===== config.mk =====
export PLATFORM = sky130hd
export DESIGN_NAME = cmd_deserializer
export DESIGN_NICKNAME = d
export VERILOG_FILES = /design/src/rtl/cmdds_pkg.sv /design/src/rtl/cmdds_collect.sv /design/src/rtl/cmdds_decode.sv /design/src/rtl/cmd_deserializer.sv
export SDC_FILE = /design/constraint.sdc
export NUM_CORES = 1
export LEC_CHECK = 0
export ABC_AREA = 0
export CORE_MARGIN = 1.5
export CORE_UTILIZATION = 25
export DETAILED_ROUTE_END_ITERATION = 8
export GPL_ROUTABILITY_DRIVEN = 0
export PLACE_DENSITY_LB_ADDON = 0.15
export REMOVE_ABC_BUFFERS = 1
export SETUP_SLACK_MARGIN = 0.4
export SYNTH_ARGS = -nofsm -noshare
export SYNTH_HDL_FRONTEND = slang
export SYNTH_HIERARCHICAL = 1
export SYNTH_SLANG_ARGS = --single-unit

===== constraint.sdc =====
create_clock -name clk -period 2 [get_ports clk]
set_input_delay 0.3 -clock clk [delete_from_list [all_inputs] [get_ports clk]]
set_output_delay 0.3 -clock clk [all_outputs]
set_load 0.02 [all_outputs]

===== src/rtl/cmdds_pkg.sv =====
package cmdds_pkg;

    localparam int LANE_W      = 8;
    localparam int FULL_ADDR_W = 16;
    localparam int MAX_DATA_W  = 32;
    localparam int ADDR_BYTES  = FULL_ADDR_W / LANE_W;

    typedef logic [LANE_W-1:0]      lane_t;
    typedef logic [FULL_ADDR_W-1:0] full_addr_t;
    typedef logic [MAX_DATA_W-1:0]  wide_data_t;

    // One fully assembled command, before decoding.
    typedef struct packed {
        full_addr_t addr;
        wide_data_t data;
    } cmd_frame_t;

    // Collects the address bits at the positions where the mask is 0 and
    // packs them downward from bit 0 of the result.
    function automatic full_addr_t pack_free_bits(input full_addr_t a, input full_addr_t m);
        full_addr_t r;
        logic [4:0] k;
        r = '0;
        k = '0;
        for (int i = 0; i < FULL_ADDR_W; i++) begin
            if (!m[i]) begin
                r[k[3:0]] = a[i];
                k = k + 5'd1;
            end
        end
        return r;
    endfunction

    function automatic logic window_hit(input full_addr_t a, input full_addr_t base,
                                        input full_addr_t m);
        return ((a ^ base) & m) == '0;
    endfunction

endpackage


===== src/rtl/cmdds_collect.sv =====
module cmdds_collect
    import cmdds_pkg::*;
#(
    parameter int NUM_BYTES = 4
) (
    input  logic       clk,
    input  logic       rst,
    input  lane_t      in_byte,
    input  logic       in_stb,
    output logic       frame_done,
    output cmd_frame_t frame
);
    localparam int IDX_W  = $clog2(NUM_BYTES);
    localparam int HELD   = NUM_BYTES - 1;
    localparam int DBYTES = NUM_BYTES - ADDR_BYTES;

    logic [IDX_W-1:0]       cnt_q;
    logic                   busy_q;
    logic [HELD*LANE_W-1:0] held_q;
    logic [IDX_W-1:0]       idx;
    logic                   accept;
    logic                   last;
    logic [NUM_BYTES*LANE_W-1:0] all_bytes;

    // A strobe always restarts at slot 0, whatever the counter holds.
    assign idx        = in_stb ? '0 : cnt_q;
    assign accept     = in_stb | busy_q;
    assign last       = (idx == IDX_W'(NUM_BYTES - 1));
    assign frame_done = accept & last;

    always_ff @(posedge clk) begin
        if (rst) begin
            cnt_q  <= '0;
            busy_q <= 1'b0;
        end else if (accept) begin
            if (last) begin
                cnt_q  <= '0;
                busy_q <= 1'b0;
            end else begin
                cnt_q  <= idx + IDX_W'(1);
                busy_q <= 1'b1;
            end
        end
    end

    // Byte slots for every position except the last one, which is used
    // straight from the bus in the cycle it arrives.
    always_ff @(posedge clk) begin
        for (int g = 0; g < HELD; g++) begin
            if (accept && idx == IDX_W'(g)) begin
                held_q[g*LANE_W +: LANE_W] <= in_byte;
            end
        end
    end

    assign all_bytes = {in_byte, held_q};

    always_comb begin
        frame.addr = all_bytes[FULL_ADDR_W-1:0];
        frame.data = '0;
        for (int j = 0; j < DBYTES; j++) begin
            frame.data[j*LANE_W +: LANE_W] = all_bytes[(ADDR_BYTES+j)*LANE_W +: LANE_W];
        end
    end

endmodule


===== src/rtl/cmdds_decode.sv =====
module cmdds_decode
    import cmdds_pkg::*;
#(
    parameter logic [15:0] BASE_ADDR = 16'h0728,
    parameter logic [15:0] ADDR_MASK = 16'h07FE,
    parameter int          LADDR_W   = 1,
    parameter int          DATA_W    = 11
) (
    input  cmd_frame_t         frame,
    output logic               hit,
    output logic [LADDR_W-1:0] local_addr,
    output logic [DATA_W-1:0]  local_data
);
    full_addr_t packed_free;

    assign hit         = window_hit(frame.addr, BASE_ADDR, ADDR_MASK);
    assign packed_free = pack_free_bits(frame.addr, ADDR_MASK);
    assign local_addr  = packed_free[LADDR_W-1:0];
    assign local_data  = frame.data[DATA_W-1:0];

    generate
        if (LADDR_W < FULL_ADDR_W) begin : g_addr_spare
            logic unused_addr_bits;
            assign unused_addr_bits = ^packed_free[FULL_ADDR_W-1:LADDR_W];
        end
        if (DATA_W < MAX_DATA_W) begin : g_data_spare
            logic unused_data_bits;
            assign unused_data_bits = ^frame.data[MAX_DATA_W-1:DATA_W];
        end
    endgenerate

endmodule


===== src/rtl/cmd_deserializer.sv =====
module cmd_deserializer
    import cmdds_pkg::*;
#(
    parameter logic [15:0] BASE_ADDR = 16'h0728,
    parameter logic [15:0] ADDR_MASK = 16'h07FE,
    parameter int          NUM_BYTES = 4,   // 3..6: two address bytes plus 1..4 data bytes
    parameter int          LADDR_W   = 1,
    parameter int          DATA_W    = 11   // at most 32
) (
    input  logic               clk,
    input  logic               rst,
    input  logic [7:0]         bus_byte,
    input  logic               bus_stb,
    output logic               wr_en,
    output logic [LADDR_W-1:0] wr_addr,
    output logic [DATA_W-1:0]  wr_data
);
    cmd_frame_t         frame;
    logic               frame_done;
    logic               hit;
    logic [LADDR_W-1:0] dec_addr;
    logic [DATA_W-1:0]  dec_data;
    logic               fire;

    cmdds_collect #(
        .NUM_BYTES(NUM_BYTES)
    ) collect_i (
        .clk       (clk),
        .rst       (rst),
        .in_byte   (bus_byte),
        .in_stb    (bus_stb),
        .frame_done(frame_done),
        .frame     (frame)
    );

    cmdds_decode #(
        .BASE_ADDR(BASE_ADDR),
        .ADDR_MASK(ADDR_MASK),
        .LADDR_W  (LADDR_W),
        .DATA_W   (DATA_W)
    ) decode_i (
        .frame     (frame),
        .hit       (hit),
        .local_addr(dec_addr),
        .local_data(dec_data)
    );

    assign fire = frame_done & hit;

    always_ff @(posedge clk) begin
        if (rst) begin
            wr_en   <= 1'b0;
            wr_addr <= '0;
            wr_data <= '0;
        end else begin
            wr_en <= fire;
            if (fire) begin
                wr_addr <= dec_addr;
                wr_data <= dec_data;
            end
        end
    end

endmodule


# Yosys cells after proc, flatten, opt, wreduce, memory -nomap -nowiden

Cells that the tools add are included.

Bits in registers: 35
Input port bits: 11

Add/subtract/negate cells: 1
Equal/unequal tests: 3
Mux-type cells: 3
Bitwise operators: 4
Reductions and logical operators: 5

Operators with widths:

| kind                                           | count |
|---|---|
| logical NOT 16 bit                             | 1 |
| inverter 5 bit                                 | 1 |
| == test 2 bit (second input constant)          | 2 |
| two-way mux 2 bit                              | 2 |
| logical AND 1 bit                              | 3 |
| adder 2 x 1 -> 2 bit (second input constant)   | 1 |
| AND 1 bit                                      | 2 |
| == test 2 x 1 -> 1 bit (second input constant) | 1 |
| logical NOT 2 bit                              | 1 |
| two-way mux 1 bit                              | 1 |
| OR 1 bit                                       | 1 |

# Longest topological paths before layout

Gate-level depths: netlist (run 1).

Word-level depth: 4
Mapped depth: 6

# Cells and area by module

The synthesis (run 1) kept the hierarchy.

By module, submodules not included:

| module           | instances | cells an instance | area an instance (um^2) |
|---|---|---|---|
| cmdds_collect    | 1         | 68                | 1,066.0 |
| cmd_deserializer | 1         | 58                | 590.6 |
| cmdds_decode     | 1         | 15                | 120.1 |

# Worst setup path before layout (run 1)

No wires, ideal clock.

Path type: input -> register
From: in bus_stb
To: reg collect_i.held_q[10], enable pin
Arrival: 1,142 ps
Required time: 1,615 ps
Setup slack: 472 ps
Cell stages on the path: 2
Buffers on the path: 0
Path through: nand2b_1 -> nor3b_1

Longest elaborated chain between the ends: 3
Elaborated cells on any way between the ends: 4
Those cells by class: eq/ne: 1; mux: 1; bitwise: 1; reduce/logical: 1

RTL lines:

| what                           | line                   | text |
|---|---|---|
| start: declaration             | cmd_deserializer.sv:13 | `input logic bus_stb,` |
| two-way mux 2 bit              | cmdds_collect.sv:26    | `assign idx = in_stb ? '0 : cnt_q;` |
| == test 2 x 1 -> 1 bit         | cmdds_collect.sv:50    | `if (accept && idx == IDX_W'(g)) begin` |
| logical AND 1 bit (*)          | cmdds_collect.sv:50    |  |
| end signal: indexed assignment | cmdds_collect.sv:51    | `held_q[g*LANE_W +: LANE_W] <= in_byte;` |
| end: declaration               | cmdds_collect.sv:19    | `logic [HELD*LANE_W-1:0] held_q;` |

Every way passes the cells marked *; elsewhere a longest branch is shown, timed or not.
A chain may end at the register's enable or synchronous reset.

# Worst setup path in the final report (run 1)

From: reg wr_data[7]
To: out wr_data[7]

RTL lines:

| what                     | line                   | text |
|---|---|---|
| start: declaration       | cmd_deserializer.sv:16 | `output logic [DATA_W-1:0] wr_data` |
| start signal: assignment | cmd_deserializer.sv:59 | `wr_data <= dec_data;` |

No word-level cell between the ends.

==> results of run 1 <==
## sequential cells by signal, indices dropped and copies added (netlist names)
register and flops:
collect_i/busy_q 1, collect_i/cnt_q 2, collect_i/held_q 19, wr_addr 1, wr_data 11, wr_en 1
## metrics by stage
stage / setup WS (ns) / instances
2_1_floorplan: 0.292 / 92
3_3_place_gp: 0.165 / 191
3_5_place_dp: 0.0938 / 191
6_report: 0.486 / 199
5_1_grt: 0.409 / 199
4_1_cts: 0.444 / 199
## layout make-up
type / instances / area [sq um] / area share [%]
flip-flops and latches: 35 / 891 / 51.0
multi-input cells: 56 / 414 / 23.7
repair buffers: 27 / 268 / 15.3
well taps: 72 / 90.1 / 5.16
clock buffers: 8 / 80.1 / 4.58
inverters: 1 / 3.75 / 0.215
## what timing repair did
item,4_1_cts,5_1_grt
resized for setup,1,4
endpoints found under the hold margin,0,0
endpoints found under the setup margin,8,16
## path summary, 6_finish.rpt
check                                                   start                       to  slack [ns]  cells after the start
worst max register to register  collect_i/held_q[2]$_DFFE_PP_  wr_data[0]$_SDFFE_PP0P_        0.58                      5
worst min-delay path            collect_i/held_q[0]$_DFFE_PP_     wr_addr$_SDFFE_PP0P_        0.52                      2
worst min register to register  collect_i/held_q[0]$_DFFE_PP_     wr_addr$_SDFFE_PP0P_        0.52                      2
worst max-delay path                  wr_data[7]$_SDFFE_PP0P_               wr_data[7]        0.49                      1
## power breakdown
part,internal [mW],switching (mW)
clock network,0.247,0.226
logic,0.0323,0.0316
registers,0.783,0.0111
## cells in the final DEF, fill, tap and decap left out, drive strengths merged
cell type,count
clkbuf,8
nor4b,1
edfxtp,19
clkdlybuf4s50,23
ha,1
or3b,1
nand2b,1
a21oi,15
dfxtp,16
nor2,2
nand2,3
buf,4
o21a,1
and4bb,1
nor3b,1
inv,1
nand3,12
nand4b,1
nor3,1
xnor2,1
o21ai,1
a21bo,13
## layer usage
layer / part of all wire (%) / vias up
met5: 0 / -
met4: 1.9 / 0
met3: 5.6 / 7
met2: 43 / 23
met1: 49 / 398
li1: - / 415
==> metrics.md, run 1 <==
| Metric | Value |
|---|---|
| Worst Path Buf+Inv | `1` |
| Peak VDD IR | `about 0.26 mV` |
| Slew Limit Fails | `0` |
| Later-pin clock latency in the skew report | `0.28 ns` |
| Core Util, Final | `31.3%` |
| Clk sinks | `35` |
| ANT nets after route | `0` |
| Final net count | `138` |
| Ys Warns | `6` |
| Startpoint types | `flop` |
| First-pass GRT wire length | `slightly above 4000 um` |
| Critical Path Sink Type | `output port` |
| Pwr per Cell Area | `762 nW/um^2` |
| Worst Hold Class | `reg -> reg` |
| CTS Root Cell | `clkbuf_8` |
| Critical Path AT | `approximately 1.2 ns` |
| Cts hold-fix bufs | `0` |
| Req. time, crit path | `1.70 ns` |
| CP max-delay cell | `clkdlybuf4s50_1` |
| M1 GR Usage | `11.1%` |
| Die X | `79.6 um` |
| Grt ovf | `0` |
| Final TNS setup | `0 ns` |
| Delay-heaviest family, CP | `buffers and inverters` |
| CTS Buf Count | `5` |
| WL per Instance | `12.8 um` |
| Cell Area, Placed | `1650 sq um` |
| Number of global-route vias before repair | `840` |
| Vias/cell | `4.24` |
| CP Cell Sequence | `clkdlybuf4s50_1` |
| Slew of the pin with the lowest slew margin | `0.283 ns` |
| Setup violators final | `0` |
| Leak pwr | `0.561 nW` |
| Max stage delay on crit path | `0.60 ns` |
| Initial antenna violation count | `0` |
| Busiest grt layer | `met2` |
| Mapped cell area | `1470 sq um` |
| Initial Util | `26.3%` |
| CTS tree | `built` |
| IO Pins | `24` |
| Final design area excluding fillers | `1750 sq um` |
| Final wirelength | `2550 um` |
| Met3 usage | `3.09%` |
| Reg clk slew, reported paths | `0.07 ns` |
| Critical path peak fanout | `2` |
| Final Hold Vio Count | `0` |
| Post-route DRC | `0` |
| Mapped Cells | `114` |
| Crit path kind | `reg -> out` |
| H-Tree Depth | `2` |
| Outcome | `finished clean` |
| Fill count | `584` |
| Die Ht | `79.6 um` |
| Fmax | `roughly 660 MHz` |
| Worst Skew | `0.00612 ns` |
| Via count | `843` |
| Input/output buffers | `23` |
| Dpl hpwl | `1640 um` |
| WHS | `0.523 ns` |
| Max transition margin | `81.0%` |
| Initial DRC count | `17` |
| Overall power | `approximately 1.3 mW` |
| Setup Fix Bufs, Post-CTS | `0` |
| Max Buffers Root-to-Sink | `2` |
| Diodes inserted | `0` |
| Rows | `27` |
| Avg Inst Size Synth | `12.9 sq um` |
| Largest net degree at the start of global routing | `26` |
| Pre-antenna DRT Iters | `4` |
| Unrepaired setup endpoints after global routing | `no` |
| Layout area overhead | `19.2%` |
| Total global-route track usage | `9.04%` |
| Full die area | `6330 sq um` |
| Met2 usage | `13.6%` |
| Crit share post-route | `75.7%` |
| Share of layout cells above drive strength 1 | `between 20 and 25%` |
| Maxcap violations | `0` |
| Core area | `5570 sq um` |
| Final min period | `1.51 ns` |
Power figures use the tool's default switching activity.
==> run 2: changes to the inputs <==
==> constraint.sdc (replaced) <==
create_clock -name clk -period 1.5 [get_ports clk]
set_input_delay 0.225 -clock clk [delete_from_list [all_inputs] [get_ports clk]]
set_output_delay 0.225 -clock clk [all_outputs]
set_load 0.02 [all_outputs]
==> metrics.md, run 2 (synthesized netlist as in run 1, its figures left out) <==
| Metric | Value |
|---|---|
| Critical Path AT | `1.59 ns (+0.38 ns)` |
| Crit path kind | `reg -> reg` |
| Worst Skew | `0.00448 ns (-0.00163 ns)` |
| Outcome | `finished clean` |
| WL per Instance | `13.7 um (+7.1%)` |
| Worst Slack Setup Final | `0.0779 ns (-0.408 ns)` |
| Initial antenna violation count | `0 (unchanged)` |
| Biggest register | `collect_i/held_q` |
| Max reg flops | `19 (unchanged)` |
| ANT nets after route | `0 (unchanged)` |
| Die X | `79.6 um (unchanged)` |
| CP max-delay cell | `edfxtp_1` |
| Vias/cell | `4.24 (about the same)` |
| Rows | `27 (unchanged)` |
| Overall power | `1.85 mW (+39%)` |
| WHS | `0.527 ns (+0.00431 ns)` |
| Top flop regs | `collect_i/held_q x19, wr_data x11, collect_i/cnt_q x2` |
| CTS Root Cell | `clkbuf_8` |
| Area of the multi-input gates | `459 sq um (+11%)` |
| Layout area overhead | `25.9%` |
| Startpoint types | `flop` |
| Peak VDD IR | `0.414 mV (+57%)` |
| Diodes inserted | `0 (unchanged)` |
| IO Pins | `24 (unchanged)` |
| Pre-CTS WS | `-0.155 ns (-0.249 ns)` |
| Fmax | `703 MHz` |
| Largest net degree at the start of global routing | `26 (unchanged)` |
| First-pass GRT wire length | `4770 um (+16%)` |
| Unrepaired setup endpoints after global routing | `yes` |
| Critical register-to-register path startpoint | `collect_i/held_q[2]$_DFFE_PP_` |
| Reg2reg end | `wr_data[0]$_SDFFE_PP0P_` |
| Crit share post-route | `94.8%` |
| Worst Hold Class | `in -> reg` |
| Dpl hpwl | `1820 um (+11%)` |
| Cts hold-fix bufs | `0 (unchanged)` |
| Later-pin clock latency in the skew report | `0.28 ns (about the same)` |
| Grt ovf | `0 (unchanged)` |
| Initial Util | `26.3% (unchanged)` |
| Clk sinks | `35 (unchanged)` |
| Pwr per Cell Area | `1000 nW/um^2 (+31%)` |
| Total global-route track usage | `10.1% (+1.1 points)` |
| Flop2flop setup slack | `0.08 ns (-0.50 ns)` |
| Commonest non-fill, non-tap cell in the layout | `edfxtp_1` |
| Register area | `902 sq um (+1.3%)` |
| Final Hold Vio Count | `0 (unchanged)` |
| CP Cell Sequence | `nor4b_2 > and4bb_2 > buf_12 > a21bo_2 > a21oi_1` |
| Maxcap violations | `0 (unchanged)` |
| Setup violators final | `0 (unchanged)` |
| Req. time, crit path | `1.67 ns (-0.03 ns)` |
| Leak pwr | `0.679 nW (+21%)` |
| Via count | `886 (+5.1%)` |
| Max stage delay on crit path | `0.40 ns (-0.20 ns)` |
| Pre-antenna DRT Iters | `4 (unchanged)` |
| Final TNS setup | `0 ns (unchanged)` |
| Final wirelength | `2870 um (+12%)` |
| H-Tree Depth | `2 (unchanged)` |
| Worst Reg-to-Reg Cells | `5 (unchanged)` |
| Full die area | `6330 sq um (unchanged)` |
| Fill count | `562 (-3.8%)` |
| Post-route DRC | `0 (unchanged)` |
| Final min period | `1.42 ns` |
| Critical Path Source | `collect_i/held_q[2]$_DFFE_PP_` |
| Core area | `5570 sq um (unchanged)` |
| Reg clk slew, reported paths | `0.07 ns (about the same)` |
| Max Buffers Root-to-Sink | `2 (unchanged)` |
| Number of global-route vias before repair | `928 (+10%)` |
| Share of layout cells above drive strength 1 | `41.6% (+21 points)` |
| Critical path peak fanout | `25 (+23)` |
| Slew of the pin with the lowest slew margin | `0.233 ns (-0.0499 ns)` |
| Final net count | `148 (+7.2%)` |
| Crit path capture | `wr_data[0]$_SDFFE_PP0P_` |
| Slew Limit Fails | `0 (unchanged)` |
| Max transition margin | `84.4% (+3.4 points)` |
| CTS tree | `built` |
| CTS Buf Count | `5 (unchanged)` |
| Die Ht | `79.6 um (unchanged)` |
| Initial DRC count | `51 (+34)` |
| Critical Path Sink Type | `flop` |
| Input/output buffers | `23 (unchanged)` |
| Commonest cells after routing, fill and taps aside | `19 x edfxtp_1, 13 x dfxtp_1, 12 x nand3_1` |
==> run 2: changes by cell type in the layout (fill, tap and decap cells not counted), moves of 2 or more <==
cell,before,now
buf_4,2,10
nand2_4,0,2
nand2_1,3,1
buf_2,0,11
dfxtp_1,16,13
clkdlybuf4s50_1,23,9
dfxtp_4,0,3
buf_12,0,2
clkbuf_1,3,1
==> run 2: cell type report <==
type                            instances  share of cell area (%)
Sequential cell                        35                    48.9
Inverter                                1                   0.204
Tap cell                               72                    4.88
Timing Repair Buffer                   37                    16.7
Clock buffer                            6                    3.93
Clock inverter                          2                   0.475
Multi-Input combinational cell         56                    24.9
==> run 2: per-stage QoR <==
stage          area (sq um)  util (%)  cells
2_1_floorplan          1300         -     92
4_1_cts                1820      32.7    208
3_5_place_dp           1720      30.8    197
3_3_place_gp           1720      30.8    197
6_report               1840      33.1    209
5_1_grt                1840      33.1    209
==> run 2: routing by layer <==
metal | global-route usage (%) | up-vias | part of all wire (%)
met4 | 4.21 | 0 | 1.5
met2 | 16.2 | 21 | 47
met5 | 0 | - | 0
li1 | - | 438 | -
met1 | 12.0 | 422 | 45
met3 | 4.11 | 5 | 6.2
==> run 2: worst max-delay path: cells and delay by family, from the launching register on <==
family,cells,cell delay [ns]
AO/OA/AOI/OAI,2,0.19
flip-flops,1,0.40
buffers and inverters,1,0.17
AND/OR/NAND/NOR,2,0.54
==> run 2: power breakdown <==
group / internal (mW) / leakage, nW / total (mW) / switching, mW
Clock: 0.319 / 0.0426 / 0.658 / 0.338
Combinational: 0.0726 / 0.327 / 0.129 / 0.0561
Sequential: 1.04 / 0.309 / 1.06 / 0.0179
Total: 1.43 / 0.679 / 1.85 / 0.412
==> run 2: timing repair <==
action / 4_1_cts / 5_1_grt
endpoints found under the setup margin: 46 / 31
buffers inserted: 3 / 1
gates resized for setup: 65 / 5
pin swaps: 2 / 3
==> run 2: worst min-delay path by stage <==
stage | startpoint | to | depth (start not counted) | slack (ns)
2_1_floorplan | rst | wr_data[1]$_SDFFE_PP0P_ | 1 | 0.29
3_3_place_gp | collect_i/held_q[16]$_DFFE_PP_ | wr_data[0]$_SDFFE_PP0P_ | 2 | 0.51
3_5_place_dp | collect_i/held_q[0]$_DFFE_PP_ | wr_addr$_SDFFE_PP0P_ | 2 | 0.51
4_1_cts | bus_stb | collect_i/cnt_q[0]$_SDFFE_PP0P_ | 4 | 0.49
5_1_grt | bus_byte[3] | collect_i/held_q[19]$_DFFE_PP_ | 1 | 0.52
6_report | bus_byte[7] | collect_i/held_q[23]$_DFFE_PP_ | 1 | 0.53
